### src/rtl/flash_unlock_pkg.sv
package flash_unlock_pkg;

  typedef enum logic [1:0] {
    OP_ERASE  = 2'b00,
    OP_LOAD   = 2'b01,
    OP_PROG   = 2'b10,
    OP_USERID = 2'b11
  } op_e;

  typedef enum logic [1:0] {
    K_IDLE  = 2'b00,
    K_FIRST = 2'b01,
    K_ARMED = 2'b10
  } key_e;

  typedef enum logic [1:0] {
    PH_IDLE = 2'b00,
    PH_NOP1 = 2'b01,
    PH_NOP2 = 2'b10,
    PH_BUSY = 2'b11
  } phase_e;

  function automatic logic op_stalls(op_e op);
    return op != OP_LOAD;
  endfunction

endpackage

### src/rtl/fu_key_fsm.sv
module fu_key_fsm
  import flash_unlock_pkg::*;
#(
  parameter int DW = 8,
  parameter logic [DW-1:0] KEY1 = 8'h55,
  parameter logic [DW-1:0] KEY2 = 8'hAA
) (
  input  logic          clk,
  input  logic          rst,
  input  logic          any_wr,
  input  logic          key_wr,
  input  logic          ctrl_wr,
  input  logic [DW-1:0] wdata,
  output logic          armed
);

  key_e state;

  always_ff @(posedge clk) begin
    if (rst) begin
      state <= K_IDLE;
    end else if (key_wr && wdata == KEY1) begin
      state <= K_FIRST;
    end else if (key_wr && state == K_FIRST && wdata == KEY2) begin
      state <= K_ARMED;
    end else if (any_wr) begin
      state <= K_IDLE;
    end
  end

  assign armed = (state == K_ARMED);


  armed_from_first_chk: assert property (@(posedge clk) disable iff (rst)
    (state == K_ARMED && $past(state) != K_ARMED) |-> ($past(state) == K_FIRST && $past(key_wr)));


  consumed_chk: assert property (@(posedge clk) disable iff (rst)
    (state == K_ARMED && ctrl_wr) |=> state == K_IDLE);

endmodule

### src/rtl/fu_op_seq.sv
module fu_op_seq
  import flash_unlock_pkg::*;
#(
  parameter int STALL_CYCLES = 40000,
  localparam int CNT_W = $clog2(STALL_CYCLES + 1)
) (
  input  logic clk,
  input  logic rst,
  input  logic launch,
  input  op_e  op_in,
  output logic busy,
  output logic discard,
  output logic stall,
  output logic op_start,
  output op_e  op_code
);

  phase_e     phase;
  logic [CNT_W-1:0] cnt;
  logic       accept;

  assign accept = launch && (phase == PH_IDLE);

  always_ff @(posedge clk) begin
    if (rst) begin
      phase    <= PH_IDLE;
      cnt      <= '0;
      op_start <= 1'b0;
      op_code  <= OP_ERASE;
    end else begin
      op_start <= accept;
      case (phase)
        PH_IDLE: if (accept) begin
          phase   <= PH_NOP1;
          op_code <= op_in;
        end
        PH_NOP1: phase <= PH_NOP2;
        PH_NOP2: begin
          if (op_stalls(op_code)) begin
            phase <= PH_BUSY;
            cnt   <= CNT_W'(STALL_CYCLES - 1);
          end else begin
            phase <= PH_IDLE;
          end
        end
        default: begin
          if (cnt == '0) phase <= PH_IDLE;
          else           cnt   <= cnt - 1'b1;
        end
      endcase
    end
  end

  assign busy    = (phase != PH_IDLE);
  assign discard = (phase == PH_NOP1) || (phase == PH_NOP2);
  assign stall   = (phase == PH_BUSY);


  nop_pair_chk: assert property (@(posedge clk) disable iff (rst)
    phase == PH_NOP1 |=> phase == PH_NOP2);


  load_no_stall_chk: assert property (@(posedge clk) disable iff (rst)
    (phase == PH_NOP2 && op_code == OP_LOAD) |=> phase == PH_IDLE);


  cnt_bound_chk: assert property (@(posedge clk) disable iff (rst)
    phase == PH_BUSY |-> cnt < CNT_W'(STALL_CYCLES));


  stall_after_nop_chk: assert property (@(posedge clk) disable iff (rst)
    $rose(stall) |-> $past(phase) == PH_NOP2);


  busy_launch_chk: assert property (@(posedge clk) disable iff (rst)
    (launch && busy) |=> !op_start);

endmodule

### src/rtl/flash_unlock_ctrl.sv
module flash_unlock_ctrl
  import flash_unlock_pkg::*;
#(
  parameter int AW = 4,
  parameter int DW = 8,
  parameter logic [AW-1:0] KEY_ADDR  = 4'd0,
  parameter logic [AW-1:0] CTRL_ADDR = 4'd1,
  parameter int STALL_CYCLES = 40000
) (
  input  logic          clk,
  input  logic          rst,
  input  logic          bus_we,
  input  logic [AW-1:0] bus_addr,
  input  logic [DW-1:0] bus_wdata,
  output logic          stall_o,
  output logic          discard_o,
  output logic          op_start_o,
  output logic [1:0]    op_code_o,
  output logic [DW-1:0] ctrl_rd_o
);

  logic key_wr, ctrl_wr, armed, launch, busy;
  logic [1:0] sel_q;
  op_e  code;

  assign key_wr  = bus_we && (bus_addr == KEY_ADDR);
  assign ctrl_wr = bus_we && (bus_addr == CTRL_ADDR);
  assign launch  = ctrl_wr && bus_wdata[0] && armed;

  fu_key_fsm #(.DW(DW), .KEY1(DW'(8'h55)), .KEY2(DW'(8'hAA))) u_key (
    .clk(clk), .rst(rst), .any_wr(bus_we), .key_wr(key_wr),
    .ctrl_wr(ctrl_wr), .wdata(bus_wdata), .armed(armed)
  );

  fu_op_seq #(.STALL_CYCLES(STALL_CYCLES)) u_seq (
    .clk(clk), .rst(rst), .launch(launch), .op_in(op_e'(bus_wdata[2:1])),
    .busy(busy), .discard(discard_o), .stall(stall_o),
    .op_start(op_start_o), .op_code(code)
  );

  always_ff @(posedge clk) begin
    if (rst)                  sel_q <= 2'b00;
    else if (ctrl_wr && !busy) sel_q <= bus_wdata[2:1];
  end

  assign op_code_o = code;
  assign ctrl_rd_o = {{(DW-3){1'b0}}, sel_q, busy};


  start_needs_key_chk: assert property (@(posedge clk) disable iff (rst)
    op_start_o |-> $past(armed));


  pulse_width_chk: assert property (@(posedge clk) disable iff (rst)
    op_start_o |=> !op_start_o);


  sel_hold_chk: assert property (@(posedge clk) disable iff (rst)
    busy |=> $stable(sel_q));


  no_overlap_chk: assert property (@(posedge clk) disable iff (rst)
    !(stall_o && discard_o));

endmodule

### config.mk
export PLATFORM = sky130hd
export DESIGN_NAME = flash_unlock_ctrl
export DESIGN_NICKNAME = d
export VERILOG_FILES = /design/src/rtl/flash_unlock_pkg.sv /design/src/rtl/fu_key_fsm.sv /design/src/rtl/fu_op_seq.sv /design/src/rtl/flash_unlock_ctrl.sv
export SDC_FILE = /design/constraint.sdc
export NUM_CORES = 1
export LEC_CHECK = 0
export ABC_AREA = 1
export BUFFER_PORTS_ARGS = -buffer_cell sky130_fd_sc_hd__buf_2
export CAP_MARGIN = 20
export CORE_AREA = 2 2 66 68
export CTS_CLUSTER_DIAMETER = 50
export DETAILED_ROUTE_END_ITERATION = 10
export DIE_AREA = 0 0 68 70
export PLACE_DENSITY = 0.6
export SYNTH_ARGS = -nofsm -noshare
export SYNTH_HDL_FRONTEND = slang
export SYNTH_SLANG_ARGS = --single-unit
### constraint.sdc
create_clock -name clk -period 1.85 [get_ports clk]
set_input_delay 0.2775 -clock clk [delete_from_list [all_inputs] [get_ports clk]]
set_output_delay 0.2775 -clock clk [all_outputs]
set_load 0.005 [all_outputs]
* After elaboration in Yosys (flattened, before gate mapping)
Index checks and enable logic that the tools add are counted.
Cells by class: $add $sub $neg 1, $mul 0, divide/modulo/power cells 0, $lt $le $gt $ge 0, equality and inequality tests 12, shift operators 0, mux-type cells 10, bitwise operators 1, reduce and logical (&&, ||, !) cells 23
Operator list (count):
- $mux W16 | 2
- $pmux W16 S2 | 1
- $logic_not A16 Y1 | 1
- $sub A16 B1 Y16 const B | 1
- $mux W2 | 5
- $logic_and A1 B1 Y1 | 9
- $eq A8 B7 Y1 const B | 1
- $eq A8 B8 Y1 const B | 1
- $eq A2 B2 Y1 const B | 3
- $ne A2 B1 Y1 const B | 3
- $pmux W2 S3 | 1
- $eq A2 B1 Y1 const B | 2
- $eq A4 B1 Y1 const B | 1
- $logic_not A4 Y1 | 1
- $reduce_and A2 Y1 | 2
- $reduce_bool A2 Y1 | 2
- $reduce_bool A4 Y1 | 1
- $reduce_or A2 Y1 | 2
- $reduce_and A3 Y1 | 1
- $reduce_bool A3 Y1 | 1
- $logic_not A2 Y1 | 1
- $ne A2 B2 Y1 const B | 1
- $logic_not A1 Y1 | 1
- $logic_or A1 B1 Y1 | 1
- other kinds (2) | 2
Storage, ports and cells: register bits after elaboration 25, bits in latches 0, memory bits (writable) 0, ROM bits 0, input bits 15, output and inout bits 13, logic and storage cells 54, memories kept 0

* Depth between registers and ports, before layout
depth after elaboration 7, mapped depth 11, mapped depth without buffers 11

* Cells and area by module
Synthesis repeated with hierarchy kept, for this count alone.
Unflattened totals: cells, all modules 279, area total of the unflattened synthesis 1706.6 µm²
Modules (own cells, without submodules):
- fu_op_seq | times used 1, cells an instance 217, area each 1358.8 µm²
- flash_unlock_ctrl | times used 1, cells an instance 32, area each 191.4 µm²
- fu_key_fsm | times used 1, cells an instance 30, area each 156.4 µm²

* Worst setup path before layout
Ideal clock, no wire load.
kind register to register, start register u_seq.phase[0], end register u_seq.cnt[11], data arrival time 1.440 ns, path slack 0.274 ns, stages on the path, launching flop included 11, clock period less this slack 1.576 ns, cells stage by stage dfxtp_1 > inv_1 > ha_1 > inv_2 > a21oi_4 > inv_2 > nand2_4 > nand2_4 > buf_12 > nand2_2 > a21oi_2
On the way: cells in the longest elaborated chain, start to end 4, elaborated cells on any way between the ends 9, classes of those cells eq/ne (4); mux (1); bitwise (1); reduce/logical (3)
RTL lines:
- from (decl) | line fu_op_seq.sv:18 | phase_e phase;
- from (signal assigned) | line fu_op_seq.sv:26 | phase <= PH_IDLE;
- from (signal assigned) | line fu_op_seq.sv:34 | phase <= PH_NOP1;
- from (signal assigned) | line fu_op_seq.sv:37 | PH_NOP1: phase <= PH_NOP2;
- $eq A2 B1 Y1 / $logic_not A2 Y1 (equally long branches) | line fu_op_seq.sv:32 | case (phase)
- $reduce_or A2 Y1 (no line)
- $not A1 Y1 (no line)
- $reduce_and A3 Y1 (no line)
- to (signal assigned) | line fu_op_seq.sv:41 | cnt <= CNT_W'(STALL_CYCLES - 1);
- to (signal assigned) | line fu_op_seq.sv:48 | else cnt <= cnt - 1'b1;
- to (decl) | line fu_op_seq.sv:19 | logic [CNT_W-1:0] cnt;
Several ways; a longest one is shown, not always the timed one. A chain may end at the register's enable or synchronous reset.

* Worst setup path in the final report
start register u_seq.cnt[0], end register u_seq.cnt[7]
On the way: cells in the longest elaborated chain, start to end 3, elaborated cells on any way between the ends 6, classes of those cells add/sub (1); eq/ne (1); mux (2); reduce/logical (2)
RTL lines (line):
- $sub A16 B1 Y16 / $logic_not A16 Y1 (equally long branches) | fu_op_seq.sv:48, fu_op_seq.sv:47
- $mux W16 / $ne A2 B2 Y1 (equally long branches)
- $pmux W16 S2 / $reduce_and A3 Y1 (equally long branches)
Several ways; a longest one is shown, not always the timed one. The select of a mux whose other input is x is not followed.

==> key figures <==
Run status
  • Status: complete, no violations

Clock network
  • Setup bufs post-CTS: 0
  • CTS buffer count: 3
  • Post-CTS sizing: 0
  • Hold buffers post-CTS: 0
  • Clock root buffer: clkbuf_8
  • # H-tree levels: 1
  • Clock buffer depth: 2
  • Worst-path clk slew: 0.08 ns
  • Clock latency on the worst-skew pair: 0.27 ns
  • CTS tree: done
  • Clock tree sinks: 25

Final layout
  • Finished Layout Cells: 340
  • Antenna cell count: 0
  • Area growth syn-to-layout: 10.69%
  • Number of nets in the layout: 309
  • Fillers: 439
  • Share of layout cells above drive strength 1: 21.53%

Power and ir drop
  • Total power: 0.9031 mW
  • Pleak: 0.9349 nW
  • Peak VDD IR: 0.4150 mV
  • Cell area power density: 467.8 nW/um2

Die
  • Total die area: 4760 um2
  • Initial core utilization: 42.09%
  • Row count: 24
  • DIE WIDTH: 68 um
  • I/O pin count: 28
  • Core area: 4144 um2
  • Die H: 70 um

Synthesis
  • Seq cells post-synth: 25
  • Gate Count Post-Synth: 264
  • Post-synthesis cell type count: 27
  • Synth top area cells: dfxtp_1 29%, nand2_1 14%, nand3_1 8.6%
  • Post-synth top area cell: dfxtp_1
  • Synthesis warning total: 0
  • Most common cell in the netlist: nand2_1
  • Most common library cells after synthesis: 67 x nand2_1, 31 x inv_1, 30 x nand3_1
  • Synth Cell Area: 1744 um2
  • Mean Syn Cell Area: 6.607 um2
  • Top cell type's share of synthesized area: 28.69%
  • Post-synth EDFFs: 0
  • Ys flop type: dfxtp_1
  • Sequential area share after synthesis: 28.69%
  • Async set-or-reset flop fraction in the synthesized netlist: 0%

Detailed routing
  • Initial DRC count: 66
  • Vias/cell: 4.729
  • Routed Wire Length: 3.746 mm
  • Via count: 1,608
  • Drt wl/cell: 11.02 um
  • Post-route ant nets: 0
  • DRC: 0
  • Pre-antenna DRT Iters: 5

Setup path
  • Startpoint types: flop
  • FF-to-FF path depth: 10
  • CP max stage delay: 0.31 ns
  • Critical Path AT: 1.88 ns
  • CP cell instances: inv_1 > ha_1 > nand2_4 > nor2_4 > nand2_2 > nand2_4 > nand2_4 > nand2_4 > nand2_1 > a21oi_1
  • Critical Path Fanout Max: 13
  • Worst path bufs/invs: 1
  • Critical path depth in cells: 10
  • CP most frequent cell: nand2_4
  • Worst EP required: 2.06 ns
  • Top delay family on crit path: simple AND/OR/NAND/NOR gates
  • Slowest CP cell: dfxtp_1
  • Setup crit end kind: flop
  • Worst setup path class: flop to flop

Place
  • HPWL after DPL: 2.981 mm
  • GP Congestion: 0.8506
  • DP Cell Count: 336
  • IO Port Bufs: 22

Timing
  • Max Fclk: 599.1 MHz
  • Max Clock Skew: 0.003129 ns
  • Period minus WS final: 1.669 ns
  • Setup violation total in the final timing report: 0
  • Period utilization: 90.23%
  • Setup TNS: 0 ns
  • Final Hold Vio Count: 0
  • Hold_ws: 0.2787 ns
  • Final Slew Violations: 0
  • RSZ-0062 raised after global routing: false

GRT
  • Initial antenna violation count: 0
  • Largest net degree at the start of global routing: 15
  • First-pass GRT wire length: 6.320 mm
  • Number of global-route vias before repair: 1,424
  • Total global-route track usage: 16.95%
  • Overflow after GRT: 0

Hold path
  • Min-delay worst type: primary input to flop
  • Worst hold path depth: 3

Run
  • Max Cap Viol: 0
-- tightest hold or removal path: cells and delay by family --
kind                   cells  cell delay, ns
buffers and inverters      1            0.12
and+or+nand+nor            2            0.12
-- kinds of logic (layout without fill, tap and decap cells) --
group / count (synthesis) / in the layout / synth area share (%)
simple gates: 166 / 166 / 45.70
buf+inv: 42 / 62 / 11.26
flops: 25 / 25 / 28.69
compound gates: 24 / 24 / 10.04
fa+ha+maj: 5 / 5 / 3.587
other cells: 1 / 5 / 0.2150
xor+xnor: 1 / 1 / 0.5022
-- cells in the final DEF, fill, tap and decap left out --
cell type  netlist  final
buf_2            0     22
conb_1           1      5
inv_1           31     31
nor4_1           1      1
nor3_1           5      5
a21oi_2          8      8
nand4_1          6      6
inv_2            2      2
o21ai_0          1      1
nor3b_1          1      1
a21oi_1         12     12
clkinv_2         0      1
o21bai_1         1      1
nor2_4           3      3
nand2_2         10     10
ha_1             5      5
nand3_1         30     30
nand2_1         67     67
nor2_1          29     29
dfxtp_1         25     25
a21oi_4          2      2
nor2_2           4      4
nand2_4          4      4
buf_4            6      3
clkbuf_8         0      3
nand3b_1         5      5
or3_1            1      1
xnor2_1          1      1
-- layout make-up --
| class | instances | area [um2] | share of cell area (%) |
|---|---|---|---|
| flip-flops and latches | 25 | 500.5 | 25.92 |
| clock inverters | 1 | 5.005 | 0.2592 |
| multi-input cells | 201 | 1062 | 55.02 |
| well taps | 52 | 65.06 | 3.370 |
| inverters | 33 | 123.9 | 6.416 |
| repair buffers | 25 | 132.6 | 6.870 |
| clock buffers | 3 | 41.29 | 2.139 |
-- sequential cells by signal, summed over array words and instances (netlist names) --
| register | cells |
|---|---|
| u_seq.op_code | 2 |
| u_seq.phase | 2 |
| u_seq.op_start | 1 |
| u_seq.cnt | 16 |
| u_key.state | 2 |
| sel_q | 2 |
-- final timing paths --
check                           to          from  slack, ns
setup / recovery      u_seq.cnt[7]  u_seq.cnt[0]       0.18
hold / removal    u_seq.op_code[1]  bus_wdata[2]       0.28
setup reg to reg      u_seq.cnt[7]  u_seq.cnt[0]       0.18
hold reg to reg           sel_q[0]      sel_q[0]       0.46
-- report_power, final --
| group | internal (mW) | switching, mW |
|---|---|---|
| combinational | 0.0167 | 0.0288 |
| sequential | 0.538 | 0.000231 |
| clock | 0.151 | 0.169 |
| total | 0.705 | 0.198 |
-- metrics by stage --
stage	instance area (um2)	util, %	setup slack [ns]
CTS	1931	46.59	0.1801
detailed placement	1884	45.47	0.2018
global route	1931	46.59	0.01744
floorplan	1759	-	0.2738
finish	1931	46.59	0.1808
global placement	1884	45.47	0.2326
-- metal layers --
metal  GRT usage (%)  vias to the layer above  part of all wire (%)
li1                -                      873                     -
met5               0                        -                     0
met2           26.32                       16                    47
met3           4.026                        4                   2.9
met4           3.333                        0                  0.99
met1           23.78                      715                    49
(Power assumes the default switching activity.)
